==> config.mk <==
export PLATFORM = sky130hd
export DESIGN_NAME = frac_baud_gen
export DESIGN_NICKNAME = d
export VERILOG_FILES = /design/src/rtl/frac_baud_pkg.sv /design/src/rtl/frac_baud_cfg_reg.sv /design/src/rtl/frac_baud_prescaler.sv /design/src/rtl/frac_baud_phase_acc.sv /design/src/rtl/frac_baud_gen.sv
export SDC_FILE = /design/constraint.sdc
export NUM_CORES = 1
export LEC_CHECK = 0
export CAP_MARGIN = 20
export CORE_UTILIZATION = 56
export CTS_BUF_LIST = sky130_fd_sc_hd__clkbuf_2 sky130_fd_sc_hd__clkbuf_4 sky130_fd_sc_hd__clkbuf_8
export CTS_CLUSTER_DIAMETER = 50
export DETAILED_ROUTE_END_ITERATION = 10
export GPL_TIMING_DRIVEN = 0
export PLACE_DENSITY = 0.88
export SYNTH_ARGS = -nofsm -noshare
export SYNTH_HDL_FRONTEND = slang
export SYNTH_HIERARCHICAL = 1
export SYNTH_SLANG_ARGS = --single-unit
==> constraint.sdc <==
create_clock -name clk -period 5.73 [get_ports clk]
set_input_delay 1.146 -clock clk [delete_from_list [all_inputs] [get_ports clk]]
set_output_delay 1.146 -clock clk [all_outputs]
set_load 0.02 [all_outputs]
==> src/rtl/frac_baud_pkg.sv <==
package frac_baud_pkg;

    localparam int SCALE_W   = 8;
    localparam int STEP_W    = 16;
    localparam int CFG_W     = 32;
    localparam int SCALE_LSB = 16;
    localparam int PHASE_W   = STEP_W + 1;

    typedef struct packed {
        logic [SCALE_W-1:0] scale;
        logic [STEP_W-1:0]  step;
    } rate_cfg_t;

    typedef struct packed {
        logic wrap;
        logic carry;
    } phase_evt_t;

    function automatic rate_cfg_t unpack_cfg(input logic [CFG_W-1:0] w);
        rate_cfg_t r;
        r.scale = w[SCALE_LSB +: SCALE_W];
        r.step  = w[STEP_W-1:0];
        return r;
    endfunction

    function automatic logic [CFG_W-1:0] pack_cfg(input rate_cfg_t c);
        logic [CFG_W-1:0] w;
        w = '0;
        w[SCALE_LSB +: SCALE_W] = c.scale;
        w[STEP_W-1:0]           = c.step;
        return w;
    endfunction

endpackage

==> src/rtl/frac_baud_cfg_reg.sv <==
module frac_baud_cfg_reg
    import frac_baud_pkg::*;
(
    input  logic             clk,
    input  logic             rst,
    input  logic             load_i,
    input  logic [CFG_W-1:0] word_i,
    output rate_cfg_t        cfg_o,
    output logic [CFG_W-1:0] readback_o
);

    rate_cfg_t cfg_q;

    always_ff @(posedge clk) begin
        if (rst) begin
            cfg_q <= '0;
        end else if (load_i) begin
            cfg_q <= unpack_cfg(word_i);
        end
    end

    assign cfg_o      = cfg_q;
    assign readback_o = pack_cfg(cfg_q);

    // a load is visible on the readback one cycle later, with the top byte dropped
    p_readback_load_r1: assert property (@(posedge clk) disable iff (rst)
        load_i |=> (readback_o[SCALE_LSB+SCALE_W-1:0] == $past(word_i[SCALE_LSB+SCALE_W-1:0])));

    // without a load the held configuration does not move
    p_cfg_hold_r1: assert property (@(posedge clk) disable iff (rst)
        !load_i |=> $stable(cfg_q));

endmodule

==> src/rtl/frac_baud_prescaler.sv <==
module frac_baud_prescaler #(
    parameter int CNT_W = frac_baud_pkg::SCALE_W
) (
    input  logic             clk,
    input  logic             rst,
    input  logic             clear_i,
    input  logic             run_i,
    input  logic [CNT_W-1:0] limit_i,
    output logic             wrap_o
);

    logic [CNT_W-1:0] cnt_q;
    logic             at_limit;

    assign at_limit = (cnt_q == limit_i);
    assign wrap_o   = run_i && at_limit;

    always_ff @(posedge clk) begin
        if (rst || clear_i) begin
            cnt_q <= '0;
        end else if (run_i) begin
            cnt_q <= at_limit ? '0 : cnt_q + 1'b1;
        end
    end

    // the count never passes the programmed limit
    p_cnt_bound_r2: assert property (@(posedge clk) disable iff (rst)
        cnt_q <= limit_i);

    // a clear restarts the prescaler at zero
    p_cnt_clear_r6: assert property (@(posedge clk) disable iff (rst)
        clear_i |=> (cnt_q == '0));

    // an idle cycle leaves the count unchanged
    p_cnt_freeze_r5: assert property (@(posedge clk) disable iff (rst)
        (!run_i && !clear_i) |=> $stable(cnt_q));

endmodule

==> src/rtl/frac_baud_phase_acc.sv <==
module frac_baud_phase_acc #(
    parameter int STEP_W = frac_baud_pkg::STEP_W
) (
    input  logic              clk,
    input  logic              rst,
    input  logic              clear_i,
    input  logic              add_i,
    input  logic [STEP_W-1:0] step_i,
    output logic              carry_o
);

    localparam int PH_W  = STEP_W + 1;
    localparam int SUM_W = PH_W + 1;

    logic [PH_W-1:0]  acc_q;
    logic [SUM_W-1:0] sum;

    assign sum     = {1'b0, acc_q} + {{(SUM_W-STEP_W){1'b0}}, step_i};
    assign carry_o = add_i && sum[PH_W];

    always_ff @(posedge clk) begin
        if (rst || clear_i) begin
            acc_q <= '0;
        end else if (add_i) begin
            acc_q <= sum[PH_W-1:0];
        end
    end

    // a clear restarts the phase at zero
    p_acc_clear_r6: assert property (@(posedge clk) disable iff (rst)
        clear_i |=> (acc_q == '0));

    // no addition, no phase change
    p_acc_hold_r5: assert property (@(posedge clk) disable iff (rst)
        (!add_i && !clear_i) |=> $stable(acc_q));

    // a carry leaves the phase below one step, so the next add cannot carry
    p_acc_after_carry_r4: assert property (@(posedge clk) disable iff (rst)
        (carry_o && !clear_i) |=> (acc_q < {1'b0, $past(step_i)}));

endmodule

==> src/rtl/frac_baud_gen.sv <==
module frac_baud_gen
    import frac_baud_pkg::*;
(
    input  logic        clk,
    input  logic        rst,
    input  logic        cfg_load,
    input  logic [31:0] cfg_word,
    input  logic        enable,
    output logic        tick,
    output logic [31:0] cfg_readback
);

    rate_cfg_t  cfg;
    phase_evt_t evt;
    logic       run;

    assign run = enable && !cfg_load;

    frac_baud_cfg_reg u_cfg (
        .clk        (clk),
        .rst        (rst),
        .load_i     (cfg_load),
        .word_i     (cfg_word),
        .cfg_o      (cfg),
        .readback_o (cfg_readback)
    );

    frac_baud_prescaler #(.CNT_W(SCALE_W)) u_pre (
        .clk     (clk),
        .rst     (rst),
        .clear_i (cfg_load),
        .run_i   (run),
        .limit_i (cfg.scale),
        .wrap_o  (evt.wrap)
    );

    frac_baud_phase_acc #(.STEP_W(STEP_W)) u_acc (
        .clk     (clk),
        .rst     (rst),
        .clear_i (cfg_load),
        .add_i   (evt.wrap),
        .step_i  (cfg.step),
        .carry_o (evt.carry)
    );

    assign tick = evt.carry;

    // a tick is a single-cycle pulse
    p_single_tick_r4: assert property (@(posedge clk) disable iff (rst)
        tick |=> !tick);

    // disabled means quiet
    p_idle_low_r5: assert property (@(posedge clk) disable iff (rst)
        !enable |-> !tick);

    // a zero step never ticks
    p_zero_step_r3: assert property (@(posedge clk) disable iff (rst)
        (cfg_readback[STEP_W-1:0] == '0) |-> !tick);

    // the load cycle itself is quiet
    p_load_quiet_r6: assert property (@(posedge clk) disable iff (rst)
        cfg_load |-> !tick);

endmodule

[Yosys cells after proc, flatten, opt, wreduce, memory -nomap -nowiden]
Index checks and enable logic that the tools add are counted.
Operators by class
  add/sub/neg operators: 2
  eq/ne operators: 1
  multiplexer cells: 1
  reduce and logical (&&, ||, !) cells: 5
Operators with widths (count)
  $add A17 B16 Y18: 1
  $add A8 B1 Y8 const B: 1
  $eq A8 B8 Y1: 1
  $mux W8: 1
  $logic_and A1 B1 Y1: 3
  $logic_not A1 Y1: 1
  $logic_or A1 B1 Y1: 1
Word-level totals
  register bits after elaboration: 49
  bits of input ports: 36
  output and inout port bits: 33
  logic and storage cells: 13

[Longest topological paths before layout]
Gate-level depths: netlist of the first run.
  depth after elaboration: 4
  gate-level depth with buffers: 11
  depth with buffers taken out: 9

[Cells and area by module]
Netlist of the first run, hierarchy kept.
Modules (own cells, without submodules)
  frac_baud_phase_acc: times used 1, cells an instance 179, area an instance 1460.2 µm², sequential area each 340.3 µm²
  frac_baud_cfg_reg: times used 1, cells an instance 110, area an instance 1113.6 µm², sequential area each 480.5 µm²
  frac_baud_prescaler: times used 1, cells an instance 48, area an instance 454.2 µm², sequential area each 160.2 µm²
  frac_baud_gen: times used 1, cells an instance 1, area an instance 13.8 µm², sequential area each 0.0 µm²

[Worst setup path after synthesis of the first run]
OpenSTA, ideal clock, no wires.
  path type: in2out
  start point: in enable
  end point: out tick
  arrival: 2.687 ns
  setup slack: 1.897 ns
  cell stages on the path: 8
  path through: nor2b_4 buf_4 nand2_1 nor3_4 clkbuf_1 buf_2 nand2_1 a21oi_1
RTL lines
  start, declared: RTL line frac_baud_gen.sv:8  | input logic enable,
  end, declared: RTL line frac_baud_gen.sv:9  | output logic tick,

==> results by group, run 1 <==
Global route
  • First-pass GRT wire length: ~11000 µm
  • Number of global-route vias before repair: between 2000 and 2500
  • Largest net degree at the start of global routing: 15
  • Number of antenna violations at the first check in global routing: 0
  • GRT Util Overall: between 20% and 30%
  • Remaining Overflow, GRT: 0

Final layout
  • Share of layout cells above drive strength 1: 15.6%
  • Area grow syn2layout: 23.9%
  • Final Instance Area: between 3000 and 4000 µm²
  • Ant diodes: 0
  • Nets@finish: roughly 460
  • # fillers: between 400 and 500
  • Most common cell after layout, fill and taps aside: clkdlybuf4s50_1
  • Commonest cells after routing, fill and taps aside: clkdlybuf4s50_1, dfxtp_1, nor2_1
  • Final Util: around 73%

Clock network
  • TritonCTS Buffers: 5
  • Root Buffer: clkbuf_8
  • Worst-Skew Late Latency: roughly 0.3 ns
  • Post-CTS Setup Bufs: 0
  • Hold-fix buffers, CTS: 0
  • Sink Count: 49
  • PostCTS Resize Cnt: 0
  • H-Tree Depth: 2
  • CTS tree: done
  • Clock Pin Slew Worst Setup and Hold Paths: roughly 0.09 ns
  • CTS Buffer Depth: 2

STA
  • Slew Viols, Final: 0
  • Worst-Margin Slew: ~0.55 ns
  • Crit path time final: approximately 5.1 ns
  • Relative slew slack: a little over three fifths
  • Final Hold Viols: 0
  • Final setup fails: 0
  • Setup Skew: between 0.005 and 0.006 ns
  • Setup TNS: 0 ns
  • Max Fclk: 0.196 GHz
  • RSZ-0062 raised after global routing: no
  • Final Cycle Share: between 80% and 90%

Floorplanning
  • Rows: 26
  • Die extent in x: ~76 µm
  • IO Pins: 69
  • Core area: ~5200 µm²
  • Initial core utilization: about three fifths
  • Die height: roughly 76 µm
  • Die ar.: 5730 µm²

Route
  • # DRC: 0
  • DRT Wirelength: between 6000 and 7000 µm
  • DRT iter0 DRCs: 104
  • First-pass iteration count of the detailed router: 4
  • Via count: approximately 2500
  • Per-cell routed wire length: about 14 µm
  • Vias per cell: 5.35
  • Antenna Violating Nets Remaining: 0

Pwr
  • VDD IR max: between 0.1 and 0.15 mV
  • Net Sw Power: between 150 and 200 µW
  • Internal power: 526 µW
  • Clock share of power: 29.1%
  • Switch share: approximately 27%
  • Proportion of power drawn by combinational gates: approximately a fifth
  • Sequential share of power: between 50% and 60%
  • Pleak: around 0.0016 µW
  • Power Dens Cells: 191 nW/µm²

Yosys
  • Synth unique cells: 51
  • Sequential-to-total area share from yosys stat: about a third
  • Ys async rst share: 0%
  • Yosys warns: 6
  • Cells after Synth: between 300 and 400
  • Synthesized flop and latch total: 49
  • Mean Syn Cell Area: between 8 and 9 µm²
  • Post-synth top flop: dfxtp_1
  • Post-synth EDFFs: 0
  • Cell Area, Synth: approximately 3000 µm²

Worst setup path
  • Critical path required time: around 4.6 ns
  • Critical path arrival: ~4 ns
  • Worst setup SP type: input pin
  • Crit path buf inv count: 5
  • Register-to-register setup slack: 3.27 ns
  • Crit-path slowest cell: clkdlybuf4s50_1
  • CP top delay family: buffers and inverters
  • Crit-path max cell delay: approximately 0.61 ns
  • Worst Setup Path Type: in2out
  • Crit path cell chain: clkdlybuf4s50_1 -> nor2b_4 -> buf_4 -> nand2_1 -> nor3_4 -> clkbuf_1 -> buf_2 -> nand2_1 -> a21oi_1 -> clkdlybuf4s50_1
  • Peak fanout along the critical path: 10
  • Crit end category: primary output

Place
  • Routability Congestion: between 0.9 and 1
  • Port bufs: 52
  • HPWL Detailed: roughly 5200 µm
  • DP Area: roughly 3700 µm²

Hold path
  • Worst Hold Class: reg2reg

Outcome
  • Status: finished clean

Flow run
  • Max_cap viols: 0
## layout make-up
type / instances / area (µm²) / share of cell area, %
buffer: 48 / 358 / 9.50
clock buffer: 7 / 83.8 / 2.23
clock inverter: 1 / 7.51 / 0.199
inverter: 3 / 11.3 / 0.299
multi-input combinational: 245 / 1720 / 45.6
sequential: 49 / 981 / 26.0
tap: 70 / 87.6 / 2.32
timing repair buffer: 52 / 520 / 13.8
## flip-flops by register name, indices dropped and copies added (netlist names)
signal       count
u_acc/acc_q     17
u_cfg/cfg_o     24
u_pre/cnt_q      8
## through the flow
step	setup slack (ns)	std cells	power (µW)	hold WS, ns
after floorplan	1.90	345	464	0.429
after global placement	0.621	467	514	0.439
after detailed placement	0.590	467	518	0.447
after CTS	0.588	475	723	0.458
after global routing	0.444	475	750	0.497
final	0.625	475	720	0.456
## power groups by stage
stage / logic (µW) / registers (µW) / clock network, µW
floorplan: 97.0 / 367 / 0
global placement: 145 / 369 / 0
detailed placement: 148 / 370 / 0
CTS: 149 / 362 / 213
global route: 161 / 364 / 225
finish: 148 / 362 / 210
## kinds of logic after synthesis
| logic type | count (synthesis) | synth area share, % |
|---|---|---|
| buf+inv | 51 | 12.1 |
| flops | 49 | 32.3 |
| other cells | 1 | 0.123 |
| compound gates | 56 | 13.5 |
| mux | 32 | 10.5 |
| fa+ha+maj | 18 | 7.65 |
| simple gates | 105 | 16.3 |
| xor+xnor | 26 | 7.49 |
## metal layers
layer | global-route usage, % | vias up | part of all wire (%)
met3 | 4.10 | 11 | 4.3
li1 | - | 1280 | -
met1 | 27.7 | 1176 | 43
met2 | 47.5 | 73 | 52
met4 | 8.44 | 0 | 1.4
met5 | 0 | - | 0
## worst register-to-register path, stage by stage, from the launching register on
cell and delay, ns:
dfxtp_1 0.43, xnor2_1 0.16, nand4_1 0.16, nor3_4 0.40, clkbuf_1 0.41, inv_2 0.18, or2_2 0.40, o31ai_1 0.25
## Yosys cell counts (all sizes together) (2+ instances only)
library cell,number,share of area [%]
xnor2,19,5.5
o32a,2,0.66
inv,3,0.37
xor2,7,2.0
a221oi,2,0.58
o22ai,3,0.62
o21a,3,0.74
nor4,8,1.6
o211ai,2,0.66
a211oi,3,0.74
o41ai,2,1.1
ha,17,7.0
o21ai,8,1.4
mux2i,32,11
a31oi,3,0.62
nand2,20,2.6
nand2b,2,0.41
dfxtp,49,32
nand3,6,0.99
a21o,6,1.5
or2,2,0.41
clkbuf,6,0.74
and3,3,0.66
nor3,4,1.0
nand4,8,1.6
a211o,2,0.58
nor2,49,6.1
nor2b,3,0.86
buf,42,11
a21oi,16,3.0
## worst paths after layout
path / endpoint / from / cells after the start
min: u_acc/acc_q[15] / u_acc/acc_q[15] / 2
max reg2reg: u_acc/acc_q[11] / u_pre/cnt_q[5] / 7
min reg2reg: u_acc/acc_q[15] / u_acc/acc_q[15] / 2
max: tick / cfg_load / 10
Note: power is estimated with default switching activity, not from simulation.
==> run 2: changes to the inputs <==
==> constraint.sdc (replaced) <==
create_clock -name clk -period 6.2 [get_ports clk]
set_input_delay 1.24 -clock clk [delete_from_list [all_inputs] [get_ports clk]]
set_output_delay 1.24 -clock clk [all_outputs]
set_load 0.02 [all_outputs]
==> results of run 2 <==
The final DEF is identical to that of run 1. Status: finished clean.
Among the figures that moved: setup slack after placement 0.590 ns -> 0.872 ns; setup slack after layout 0.625 ns -> 0.907 ns; register-to-register setup slack 3.27 ns -> 3.74 ns; total power 720 µW -> 665 µW; worst IR drop on VDD 0.121 mV -> 0.111 mV
==> run 3: changes to the inputs <==
--- a/config.mk
+++ b/config.mk
@@ -6,6 +6,7 @@
 export NUM_CORES = 1
 export LEC_CHECK = 0
 export CAP_MARGIN = 20
+export CORE_ASPECT_RATIO = 2
 export CORE_UTILIZATION = 56
 export CTS_BUF_LIST = sky130_fd_sc_hd__clkbuf_2 sky130_fd_sc_hd__clkbuf_4 sky130_fd_sc_hd__clkbuf_8
 export CTS_CLUSTER_DIAMETER = 50
==> results by group, run 3 (synthesized netlist as in run 1, its figures left out) <==
Outcome
  • Status: finished clean

Worst setup path
  • Worst Setup Path Type: in2out
  • Crit-path slowest cell: clkdlybuf4s50_1
  • Crit path cell chain: clkdlybuf4s50_1 -> nor2b_4 -> buf_4 -> nand2_1 -> nor3_4 -> clkbuf_1 -> buf_2 -> nand2_1 -> a21oi_1 -> clkdlybuf4s50_1
  • Register-to-register setup slack: 3.65 ns
  • Worst setup SP type: input pin
  • Critical path arrival: about 4.1 ns
  • Peak fanout along the critical path: 10
  • Worst reg2reg path startpoint: u_pre/cnt_q[5]
  • Worst r2r dst: u_acc/acc_q[16]
  • Worst Reg-to-Reg Cells: 9
  • Crit-path max cell delay: 0.63 ns
  • Critical path required time: 4.96 ns
  • Crit end category: primary output

Global route
  • First-pass GRT wire length: 11400 µm
  • GRT Util Overall: between 20% and 30%
  • Largest net degree at the start of global routing: 16
  • Number of antenna violations at the first check in global routing: 0
  • Number of global-route vias before repair: between 2000 and 3000
  • Remaining Overflow, GRT: 0

Final layout
  • Largest register FFs: 24
  • Most common cell after layout, fill and taps aside: clkdlybuf4s50_1
  • # fillers: slightly above 400
  • Commonest cells after routing, fill and taps aside: clkdlybuf4s50_1, dfxtp_1, nor2_1
  • Nets@finish: 458
  • Area grow syn2layout: 24.3%
  • Ant diodes: 0
  • Register area: around 980 µm²
  • Multi-input logic area: around 1700 µm²
  • Share of layout cells above drive strength 1: between 10% and 20%

Clock network
  • Root Buffer: clkbuf_8
  • CTS tree: done
  • Clock Pin Slew Worst Setup and Hold Paths: roughly 0.10 ns
  • PostCTS Resize Cnt: 0
  • Worst-Skew Late Latency: roughly 0.3 ns
  • Hold-fix buffers, CTS: 0
  • TritonCTS Buffers: 5
  • Sink Count: between 40 and 50
  • Post-CTS Setup Bufs: 0
  • CTS Buffer Depth: 2
  • H-Tree Depth: 2

STA
  • Final Cycle Share: between 80% and 90%
  • Relative slew slack: 62.5%
  • Setup TNS: 0 ns
  • Worst-Margin Slew: around 0.56 ns
  • RSZ-0062 raised after global routing: no
  • Final Hold Viols: 0
  • Final WS setup: between 0.8 and 0.9 ns
  • Crit path time final: between 5 and 6 ns
  • Final setup fails: 0
  • Setup Skew: 0.0107 ns
  • Max Fclk: 0.186 GHz
  • Slew Viols, Final: 0

Place
  • Port bufs: 52
  • Routability Congestion: slightly above 0.9
  • Dpl ws: around 0.9 ns
  • HPWL Detailed: roughly 5500 µm

Route
  • First-pass iteration count of the detailed router: 4
  • DRT iter0 DRCs: 65
  • Vias per cell: approximately 5.6
  • DRT Wirelength: approximately 7000 µm
  • # DRC: 0
  • Per-cell routed wire length: around 15 µm
  • Antenna Violating Nets Remaining: 0
  • Via count: between 2000 and 3000

Pwr
  • Pleak: 0.00160 µW
  • Power Dens Cells: 189 nW/µm²
  • VDD IR max: 0.260 mV

Hold path
  • Hold Path End: u_acc/acc_q[15]
  • Worst Hold Class: reg2reg
  • Min-delay src: u_acc/acc_q[15]
  • Hold Path Cell Cnt: 2

Floorplanning
  • Die ar.: 5750 µm²
  • Die extent in x: 54.1 µm
  • Rows: 37
  • Core area: between 5000 and 6000 µm²
  • Die height: between 100 and 150 µm
  • IO Pins: ~70
  • Initial core utilization: between 50 and 60%

Flow run
  • Max_cap viols: 0
[run 3: cell types whose count changed in the layout (fill, tap and decap cells not counted)]
| cell | previous run | this run |
|---|---|---|
| bufinv_16 | 0 | 1 |
| clkbuf_8 | 5 | 6 |
| clkbuf_4 | 2 | 0 |
[run 3: worst max-delay path by stage]
| stage | cells after the start | endpoint | from |
|---|---|---|---|
| floorplan | 8 | tick | enable |
| global placement | 10 | tick | cfg_load |
| detailed placement | 10 | tick | cfg_load |
| CTS | 10 | tick | cfg_load |
| global route | 10 | tick | cfg_load |
| finish | 10 | tick | cfg_load |
[run 3: layer usage]
layer  track usage [%]  share of wire, %  wire length [µm]
met1              24.6                35              2520
met4              15.0               3.8               274
met3              4.72               3.5               249
met5                 0                 0                 0
met2              51.1                57              4090
[run 3: critical path: cells and delay by family]
family	cells	cell delay, ns
simple gates	4	0.66
buf+inv	5	2.11
compound gates	1	0.12
[run 3: area by class of cell]
type | count | area share, %
Sequential cell | 49 | 25.9
Clock buffer | 6 | 2.18
Tap cell | 58 | 1.92
Inverter | 3 | 0.298
Clock inverter | 2 | 0.993
Multi-Input combinational cell | 245 | 45.4
Buffer | 48 | 9.46
Timing Repair Buffer | 52 | 13.8
[run 3: metrics by stage]
stage	hold slack, ns	area, µm²	std cells	power (µW)	utilization [%]
global route	0.482	3780	463	744	72.9
finish	0.462	3780	463	713	72.9
detailed placement	0.446	3660	455	479	70.6
CTS	0.459	3780	463	719	72.9
floorplan	0.429	3070	345	428	-
global placement	0.436	3660	455	476	70.6
[run 3: where the power goes]
group	internal [µW]	switching, µW	leakage [µW]	total, µW
registers	325	10.1	0.000400	335
clock network	131	110	0.0000574	241
logic	72.5	64.9	0.00114	137
